## config.mk

```make
export PLATFORM = sky130hd
export DESIGN_NAME = nr_recip_unit
export DESIGN_NICKNAME = d
export VERILOG_FILES = /design/src/rtl/nr_pkg.sv /design/src/rtl/nr_seed_rom.sv /design/src/rtl/nr_mul.sv /design/src/rtl/nr_recip_unit.sv
export SDC_FILE = /design/constraint.sdc
export NUM_CORES = 2
export LEC_CHECK = 0
export BUFFER_PORTS_ARGS = -buffer_cell sky130_fd_sc_hd__clkbuf_2
export CAP_MARGIN = 10
export CORE_ASPECT_RATIO = 0.9
export CORE_MARGIN = 3
export CORE_UTILIZATION = 30
export CTS_CLUSTER_SIZE = 16
export DETAILED_ROUTE_END_ITERATION = 16
export GPL_TIMING_DRIVEN = 0
export SLEW_MARGIN = 20
export SYNTH_ARGS = -nofsm -noshare
export SYNTH_HDL_FRONTEND = slang
export SYNTH_SLANG_ARGS = --single-unit
```

## constraint.sdc

```tcl
create_clock -name clk -period 13.2 [get_ports clk]
set_clock_uncertainty 0.2 [all_clocks]
set_input_delay 2.64 -clock clk [delete_from_list [all_inputs] [get_ports clk]]
set_output_delay 2.64 -clock clk [all_outputs]
set_load 0.05 [all_outputs]
```

## src/rtl/nr_pkg.sv

```systemverilog
package nr_pkg;

  typedef enum logic [1:0] {
    ST_IDLE,
    ST_LOAD,
    ST_RUN
  } nr_state_e;

  localparam logic MODE_RECIP = 1'b0;
  localparam logic MODE_RSQRT = 1'b1;

endpackage

```

## src/rtl/nr_seed_rom.sv

```systemverilog
module nr_seed_rom #(
  parameter int IDXB = 6,
  parameter int SW   = 16
) (
  input  logic            clk,
  input  logic [IDXB:0]   addr,
  output logic [SW-1:0]   seed
);

  localparam int ENTRIES = 1 << IDXB;
  localparam int DEPTH   = 2 * ENTRIES;

  logic [SW-1:0] mem [DEPTH];

  function automatic longint unsigned isqrt(input longint unsigned v);
    longint unsigned rem;
    longint unsigned root;
    longint unsigned bitv;
    rem  = v;
    root = 0;
    bitv = 64'h1 << 62;
    for (int k = 0; k < 32; k++) begin
      if (rem >= root + bitv) begin
        rem  = rem - (root + bitv);
        root = (root >> 1) + bitv;
      end else begin
        root = root >> 1;
      end
      bitv = bitv >> 2;
    end
    return root;
  endfunction

  // Segment midpoint m = (2E + 2i + 1) / 2E ; seed = 1/m or 1/sqrt(m), Q0.SW
  function automatic logic [SW-1:0] seed_val(input int k);
    longint unsigned den;
    longint unsigned num;
    longint unsigned val;
    den = longint'(2 * ENTRIES + 2 * (k % ENTRIES) + 1);
    if (k >= ENTRIES) begin
      num = (longint'(1) << (2 * SW)) * longint'(2 * ENTRIES);
      val = isqrt(num / den);
    end else begin
      num = (longint'(1) << SW) * longint'(2 * ENTRIES);
      val = num / den;
    end
    return SW'(val);
  endfunction

  initial begin
    for (int k = 0; k < DEPTH; k++) mem[k] = seed_val(k);
  end

  always_ff @(posedge clk) seed <= mem[addr];

endmodule

```

## src/rtl/nr_mul.sv

```systemverilog
module nr_mul #(
  parameter int IW = 26,
  parameter int FB = 24
) (
  input  logic [IW-1:0] a,
  input  logic [IW-1:0] b,
  output logic [IW-1:0] p
);

  localparam int PW = 2 * IW;

  logic [PW-1:0] prod;

  assign prod = {{IW{1'b0}}, a} * {{IW{1'b0}}, b};
  assign p    = IW'(prod >> FB);

endmodule

```

## src/rtl/nr_recip_unit.sv

```systemverilog
module nr_recip_unit
  import nr_pkg::*;
#(
  parameter int XW   = 16,
  parameter int IDXB = 6,
  parameter int SW   = 16,
  parameter int FB   = 24
) (
  input  logic          clk,
  input  logic          rst,
  input  logic          start,
  input  logic          mode,
  input  logic [XW-1:0] operand,
  output logic          busy,
  output logic          done,
  output logic [XW-1:0] result
);

  localparam int IW    = FB + 2;
  localparam int OSH   = FB - XW + 1;
  localparam logic [IW-1:0] TWO   = IW'(2) << FB;
  localparam logic [IW-1:0] THREE = IW'(3) << FB;

  nr_state_e     state;
  logic [XW-1:0] op_q;
  logic          mode_q;
  logic [IW-1:0] y_q;
  logic [IW-1:0] t_q;
  logic [1:0]    step;
  logic          iter;

  logic [IDXB:0] rom_addr;
  logic [SW-1:0] rom_q;
  logic [IW-1:0] x_ext;
  logic [IW-1:0] seed_ext;
  logic [IW-1:0] mul_a;
  logic [IW-1:0] mul_b;
  logic [IW-1:0] mul_p;
  logic [IW-1:0] y_next;
  logic          last_step;
  logic          accept;

  assign rom_addr = {mode, operand[XW-2 -: IDXB]};
  assign accept   = start && (state == ST_IDLE);
  assign x_ext    = {1'b0, op_q, {OSH{1'b0}}};
  assign seed_ext = {2'b00, rom_q, {(FB - SW){1'b0}}};

  nr_seed_rom #(.IDXB(IDXB), .SW(SW)) u_rom (
    .clk  (clk),
    .addr (rom_addr),
    .seed (rom_q)
  );

  nr_mul #(.IW(IW), .FB(FB)) u_mul (
    .a (mul_a),
    .b (mul_b),
    .p (mul_p)
  );

  always_comb begin
    mul_a     = y_q;
    mul_b     = y_q;
    last_step = 1'b0;
    if (mode_q == MODE_RECIP) begin
      if (step == 2'd0) begin
        mul_a = x_ext;
        mul_b = y_q;
      end else begin
        mul_a     = y_q;
        mul_b     = TWO - t_q;
        last_step = 1'b1;
      end
    end else begin
      case (step)
        2'd0: begin
          mul_a = y_q;
          mul_b = y_q;
        end
        2'd1: begin
          mul_a = x_ext;
          mul_b = t_q;
        end
        default: begin
          mul_a     = y_q;
          mul_b     = THREE - t_q;
          last_step = 1'b1;
        end
      endcase
    end
    y_next = (mode_q == MODE_RSQRT) ? (mul_p >> 1) : mul_p;
  end

  always_ff @(posedge clk) begin
    if (rst) begin
      state  <= ST_IDLE;
      op_q   <= '0;
      mode_q <= MODE_RECIP;
      y_q    <= '0;
      t_q    <= '0;
      step   <= '0;
      iter   <= 1'b0;
      busy   <= 1'b0;
      done   <= 1'b0;
      result <= '0;
    end else begin
      done <= 1'b0;
      case (state)
        ST_IDLE: begin
          if (accept) begin
            op_q   <= operand;
            mode_q <= mode;
            busy   <= 1'b1;
            state  <= ST_LOAD;
          end
        end
        ST_LOAD: begin
          y_q   <= seed_ext;
          step  <= '0;
          iter  <= 1'b0;
          state <= ST_RUN;
        end
        default: begin
          if (!last_step) begin
            t_q  <= mul_p;
            step <= step + 2'd1;
          end else begin
            y_q  <= y_next;
            step <= '0;
            if (iter) begin
              result <= y_next[OSH +: XW];
              done   <= 1'b1;
              busy   <= 1'b0;
              state  <= ST_IDLE;
            end else begin
              iter <= 1'b1;
            end
          end
        end
      endcase
    end
  end


  busy_rise_chk: assert property (@(posedge clk) disable iff (rst)
    (start && !busy) |=> busy);


  busy_done_excl_chk: assert property (@(posedge clk) disable iff (rst)
    done |-> !busy);


  op_hold_chk: assert property (@(posedge clk) disable iff (rst)
    busy |=> ($stable(op_q) && $stable(mode_q)));


  done_pulse_chk: assert property (@(posedge clk) disable iff (rst)
    done |=> !done);


  result_hold_chk: assert property (@(posedge clk) disable iff (rst)
    !$stable(result) |-> done);


  result_range_chk: assert property (@(posedge clk) disable iff (rst)
    done |-> ((result <= XW'(1 << (XW - 1))) && (result[XW-1 -: 2] != 2'b00)));

endmodule

```

# Word level (Yosys, flattened, before mapping)
# Memories as Yosys holds them, arrays and structs flattened. A register that Yosys moved wholly into a read port is not among the register bits.
# Index checks and enable logic that the tools add are counted.
[word_totals] register_bits=108 latch_bits=0 ram_bits=0 rom_bits=1920 input_bits=20 output_inout_bits=18 memories=1
[mem_list] name="u_rom.mem" depth=128 width=15 read_ports=1 rd_clocked_by_memory_dff=1 wr=0 line="nr_seed_rom.sv:13" rtl="logic [SW-1:0] mem [DEPTH];"
[op_classes] n_addsub=3 multipliers=1 n_div=0 n_lt_le_gt_ge=0 eq_ne=3 shifts=0 mux=25 bitwise=4 reduce_logical=17
[ops] operator="two-way mux 26 bit" count=7
[ops] operator="case mux 26 bit (2 select lines)" count=2
[ops] operator="subtractor 26 bit (first input constant)" count=2
[ops] operator="multiplier 26 x 26 -> 50 bit" count=1
[ops] operator="two-way mux 1 bit" count=8
[ops] operator="two-way mux 2 bit" count=4
[ops] operator="case mux 2 bit (2 select lines)" count=2
[ops] operator="AND reduction 2 bit" count=3
[ops] operator="AND reduction 3 bit" count=2
[ops] operator="nonzero test 2 bit" count=3
[ops] operator="nonzero test 3 bit" count=2
[ops] operator="equality test 2 x 1 -> 1 bit (second input constant)" count=2
[ops] operator="zero test 2 bit" count=2
[ops] operator="inverter 1 bit" count=4
[ops] operator="case mux 1 bit (2 select lines)" count=2
[ops] operator="AND reduction 4 bit" count=1
[ops] operator="OR reduction 2 bit" count=2
[ops] operator="OR reduction 4 bit" count=1
[ops] operator="adder 2 x 1 -> 2 bit (second input constant)" count=1
[ops] operator="!= test 2 bit (second input constant)" count=1
[ops] operator="logical AND 1 bit" count=1

# Logic depth before layout (Yosys ltp)
[depth] word_depth=7 depth_mapped=38 depth_no_buf=35

# Modules after synthesis
# A second synthesis with hierarchy kept.
[hier_totals] hier_cells=3469 hier_area_um2=29259.3
[modules_own_cells] module="nr_mul" n_inst=1 cells_per_inst=2392 area_per_inst_um2=21297.9 seq_area_each_um2=0.0
[modules_own_cells] module="nr_recip_unit" n_inst=1 cells_per_inst=651 area_per_inst_um2=5072.4 seq_area_each_um2=1841.8
[modules_own_cells] module="nr_seed_rom" n_inst=1 cells_per_inst=426 area_per_inst_um2=2889.0 seq_area_each_um2=300.3

# Worst setup path after synthesis
# No wires, ideal clock.
[synth_path] path_type="reg2reg" startpoint="register t_q[0]" endpoint="register y_q[21]" setup_ps=103 arrival_ps=8836 path_slack_ps=4061 stages_incl_launch_ff=35 n_path_buf=2 period_less_slack_ps=9139 cell_sequence="dfxtp_1 inv_1 ha_1 or4b_1 or3_1 or3_1 or3_4 o41ai_1 a221o_1 buf_4 buf_6 nand2_1 fa_1 inv_1 fa_1 inv_1 fa_1 fa_1 inv_1 fa_1 inv_1 fa_1 inv_1 fa_1 ha_1 a21oi_1 o21ai_0 a2111o_1 o211a_1 o31ai_2 o31ai_4 a41oi_1 xnor2_1 mux2i_1 a2111oi_2"
[synth_via] elab_chain_len=7 elab_cells_between_ends=9 cone_classes="add/sub (2); mul (1); mux (6)"
[synth_rtl] item="start, declared" line="nr_recip_unit.sv:28" rtl="logic [IW-1:0] t_q;"
[synth_rtl] item="start signal, assigned" line="nr_recip_unit.sv:124" rtl="t_q <= mul_p;"
[synth_rtl] item="subtractor 26 bit, on equally long branches" line="nr_recip_unit.sv:85, nr_recip_unit.sv:70"
[synth_rtl] item="case mux 26 bit (2 select lines) or two-way mux 26 bit (tied branches)" line="nr_recip_unit.sv:74, nr_recip_unit.sv:65"
[synth_rtl] item="two-way mux 26 bit (*)" line="nr_recip_unit.sv:64" rtl="if (mode_q == MODE_RECIP) begin"
[synth_rtl] item="multiplier 26 x 26 -> 50 bit (*)" line="nr_mul.sv:14" rtl="assign prod = {{IW{1'b0}}, a} * {{IW{1'b0}}, b};"
[synth_rtl] item="two-way mux 26 bit (*)" line="nr_recip_unit.sv:90" rtl="y_next = (mode_q == MODE_RSQRT) ? (mul_p >> 1) : mul_p;"
[synth_rtl] item="two-way mux 26 bit (*)" line="nr_recip_unit.sv:123" rtl="if (!last_step) begin"
[synth_rtl] item="case mux 26 bit (2 select lines) (*)" line="nr_recip_unit.sv:107" rtl="case (state)"
[synth_rtl] item="end signal, assigned" line="nr_recip_unit.sv:117" rtl="y_q <= seed_ext;"
[synth_rtl] item="end signal, assigned" line="nr_recip_unit.sv:127" rtl="y_q <= y_next;"
[synth_rtl] item="end, declared" line="nr_recip_unit.sv:27" rtl="logic [IW-1:0] y_q;"
# Mark *: on every way between the ends. The rest lies on a longest branch, timed or not. The select of a mux whose other input is x is not followed.
# A chain may end at the register's enable or synchronous reset.

# Final worst setup path
[layout_path] startpoint="register step[0]" endpoint="register y_q[21]"
[layout_via] elab_chain_len=7 elab_cells_between_ends=18 cone_classes="mul (1); eq/ne (1); mux (12); reduce/logical (4)"
[layout_rtl] item="start, declared" line="nr_recip_unit.sv:29" rtl="logic [1:0] step;"
[layout_rtl] item="start signal, assigned" line="nr_recip_unit.sv:125" rtl="step <= step + 2'd1;"
[layout_rtl] item="equality test 2 x 1 -> 1 bit or zero test 2 bit (tied branches)" line="nr_recip_unit.sv:74, nr_recip_unit.sv:65"
[layout_rtl] item="case mux 26 bit (2 select lines), or another cell as far along" line="nr_recip_unit.sv:74" rtl="case (step)"
[layout_rtl] item="two-way mux 26 bit" line="nr_recip_unit.sv:64"
[layout_rtl] item="multiplier 26 x 26 -> 50 bit" line="nr_mul.sv:14"
[layout_rtl] item="two-way mux 26 bit" line="nr_recip_unit.sv:90"
[layout_rtl] item="two-way mux 26 bit" line="nr_recip_unit.sv:123"
[layout_rtl] item="case mux 26 bit (2 select lines)" line="nr_recip_unit.sv:107"
# Parallel ways exist; a longest one is shown, timed or not. The select of a mux whose other input is x is not followed.

==> qor.yml <==
min_path_type: "flop to flop"
worstPathRequired_ns: 13.27
setup_viol: 0
vias_per_cell: 5.36
holdWs_ns: 0.255
start_util_pct: 30.4
io_pins: 38
status: "finished clean"
synth_top_family_by_area: "adder cells"
slowest_delay_ns: 0.87
gr-total-overflow: 0
fin_crit_sh_pct: 90.4
finalCriticalPeriod_ns: 11.93
final-hold-violation-count: 0
grt_max_degree: 21
synthAdderAreaFrac_pct: 48.2
numCtsBuffers: 9
cp_max_fo: 10
min_path_cells: 2
yosys-mux-area-fraction_pct: 2.35
cts.sinks: 107
synth-main-ff-cell: "dfxtp_1"
path_buf_inv: 9
grt-busiest-layer: "met2"
post_cts_buffers: 0
port_buffers: 35
ff_latch_area_mm2: 0.00214
multi_input_area_mm2: 0.0238
fin_tns_setup_ns: 0
fmax_ghz: 0.0838
drv_cap: 0
rsz0062_at_grt: "no"
drtIter0Drc: 3022
fin_nets: 4416
grt_pass1_vias: 26500
tritoncts: "built"
use_met3_pct: 6.22
grt_usage_pct: 21.9
ctsHoldBuffers: 0
arrival_ns: 11.99
via_count: 26200
drive_above_1_share_pct: 4.46
first_pass_iters: 12
synth_area_mm2: 0.0289
finalMaxSlewViolations: 0
ys_warn_count: 0
critPathKind: "flop to flop"
ant_nets: 0
grt_antenna_before_repair: 1
core_mm2: 0.0951
fp-row-count: 107
cts-root-buf: "clkbuf_16"
yosysSeqAreaShare_pct: 7.41
cts_resized: 0
fin_cells: 4887
dpl-instance-area_mm2: 0.0310
cp.depth: 31
synth_simple_gate_area_share_pct: 18.1
die_x_um: 333
dpl.hpwl_um: 91600
synth_compound_area_share_pct: 12.0
dp.cells: 4868
synthArstFlopShare_pct: 0
htree_levels: 3
die_h_um: 301
crit_path_frequent_cell: "fa_1"
insertion_delay_ns: 0.37
worst_pin_slew_ns: 1.08
cts_max_path_buffers: 2
clk_pin_slew_ns: 0.08
rr_worst_depth: 31
dieArea_mm2: 0.100
finalPower_mw: 1.96
synthCells: 3564
synth_xor_area_share_pct: 0.969
power_density_mw_per_mm2: 62.7
leakage_nw: 14.3
syn_avg_cell_area_um2: 8.11
max_slew_margin_pct: 26.7
drt-total-wl_um: 111000
yosysUniqueCellTypes: 89
syn_to_final_growth_pct: 8.23
vdd_drop_max_mv: 0.0646
ys_ff_latch: 107
fillerInstances: 10200
syn_nets: 4354
grtUsageMet1_pct: 30.7
drc: 0
wl_per_cell_um: 22.6
synth_edf_count: 0
critPathTopFamily: "adder cells"
grt_pass1_wl_um: 167000
end_kind: "flop"
cp_slowest_cell: "clkbuf_1"
grtUsageMet2_pct: 32.4
start_kind: "flop"
gp_congestion: 1.02
finalInstanceArea_mm2: 0.0313
per-stage QoR:
step,setup WS (ns),utilization (%)
after floorplan,4.06,-
after global placement,1.31,32.2
after detailed placement,1.61,32.6
after CTS,1.54,32.9
after global routing,0.786,32.9
final,1.27,32.9
state kept, by name, indices dropped and copies added (netlist names):
register / count
busy: 1
mode_q: 1
t_q: 26
u_rom.seed: 15
state: 2
result: 16
step: 2
y_q: 26
op_q: 16
iter: 1
done: 1
cell families after synthesis:
kind of cell	after synthesis
muxes	58
adders and majority gates	770
buffers and inverters	829
xor gates and xnor gates	32
DFF	107
and+or+nand+nor	1231
AOI/OAI and AO/OA	537
worst paths after layout:
path / start / endpoint / slack, ns
max: step[0] / y_q[21] / 1.27
min: u_rom.seed[12] / y_q[20] / 0.26
max reg2reg: step[0] / y_q[21] / 1.27
min reg2reg: u_rom.seed[12] / y_q[20] / 0.26
synthesized netlist by cell type (all sizes together), types with 6 or more instances:
master	n	area share [%]
nor4	9	0.32
xnor2	26	0.79
a211oi	36	0.95
a221oi	13	0.44
or4	7	0.22
nand3	31	0.54
o311ai	15	0.48
nor3	43	0.78
o221ai	6	0.18
clkbuf	174	2.3
mux2	19	0.74
nor2	391	5.1
or3	14	0.34
or2	8	0.17
a21oi	179	3.1
nand4	9	0.19
mux4	6	0.47
fa	572	40
o31ai	15	0.45
a311oi	13	0.39
mux2i	33	1.1
inv	614	8.0
nand2	598	7.8
o22ai	7	0.15
xor2	6	0.18
ha	198	8.6
nand2b	33	0.71
a21boi	6	0.17
o211ai	17	0.46
and2	36	0.78
a21o	29	0.75
dfxtp	107	7.4
nor2b	22	0.48
a31oi	19	0.41
o21ai	119	2.1
and3	16	0.35
buf	39	0.70
report_power, final:
group	internal [mW]	leakage [nW]	switching, mW
Combinational	0.387	13.3	0.907
Clock	0.152	0.148	0.140
Sequential	0.344	0.874	0.0298
per-layer routing:
metal  part of all wire, %  vias up
li1                      -    11300
met1                    42    13100
met2                    42     1565
met3                    12      240
met4                   3.9        0
met5                     0        -
layout by cell type, fill, tap and decap left out, types with 29 or more instances in the layout:
master    count
inv_1       612
clkbuf_1    173
clkbuf_2     36
dfxtp_1     107
a21oi_1     179
nand2_1     597
nor3_1       40
a21o_1       29
nor2_1      391
ha_1        198
nand2b_1     33
o21ai_0     114
fa_1        572
and2_1       33
nand3_1      31
a211oi_1     35
layout make-up:
type                       count  share of cell area [%]
tap                         1253                    5.01
sequential                   107                    6.85
antenna                        3                  0.0240
timing repair buffer          51                    1.01
inverter                     616                    7.39
multi-input combinational   2628                    76.0
buffer                       213                    2.74
clock inverter                 7                   0.296
clock buffer                   9                   0.720
worst reg2reg max path: cells and delay by family, from the launching register on:
family / cells / cell delay (ns)
AO/OA/AOI/OAI: 5 / 2.08
XOR/XNOR: 1 / 0.43
adder cells (fa/ha/maj): 9 / 4.26
buffers and inverters: 9 / 2.50
flip-flops: 1 / 0.36
multiplexers: 3 / 1.35
AND/OR/NAND/NOR: 4 / 0.67
No activity file was read; power rests on OpenSTA's default activity.
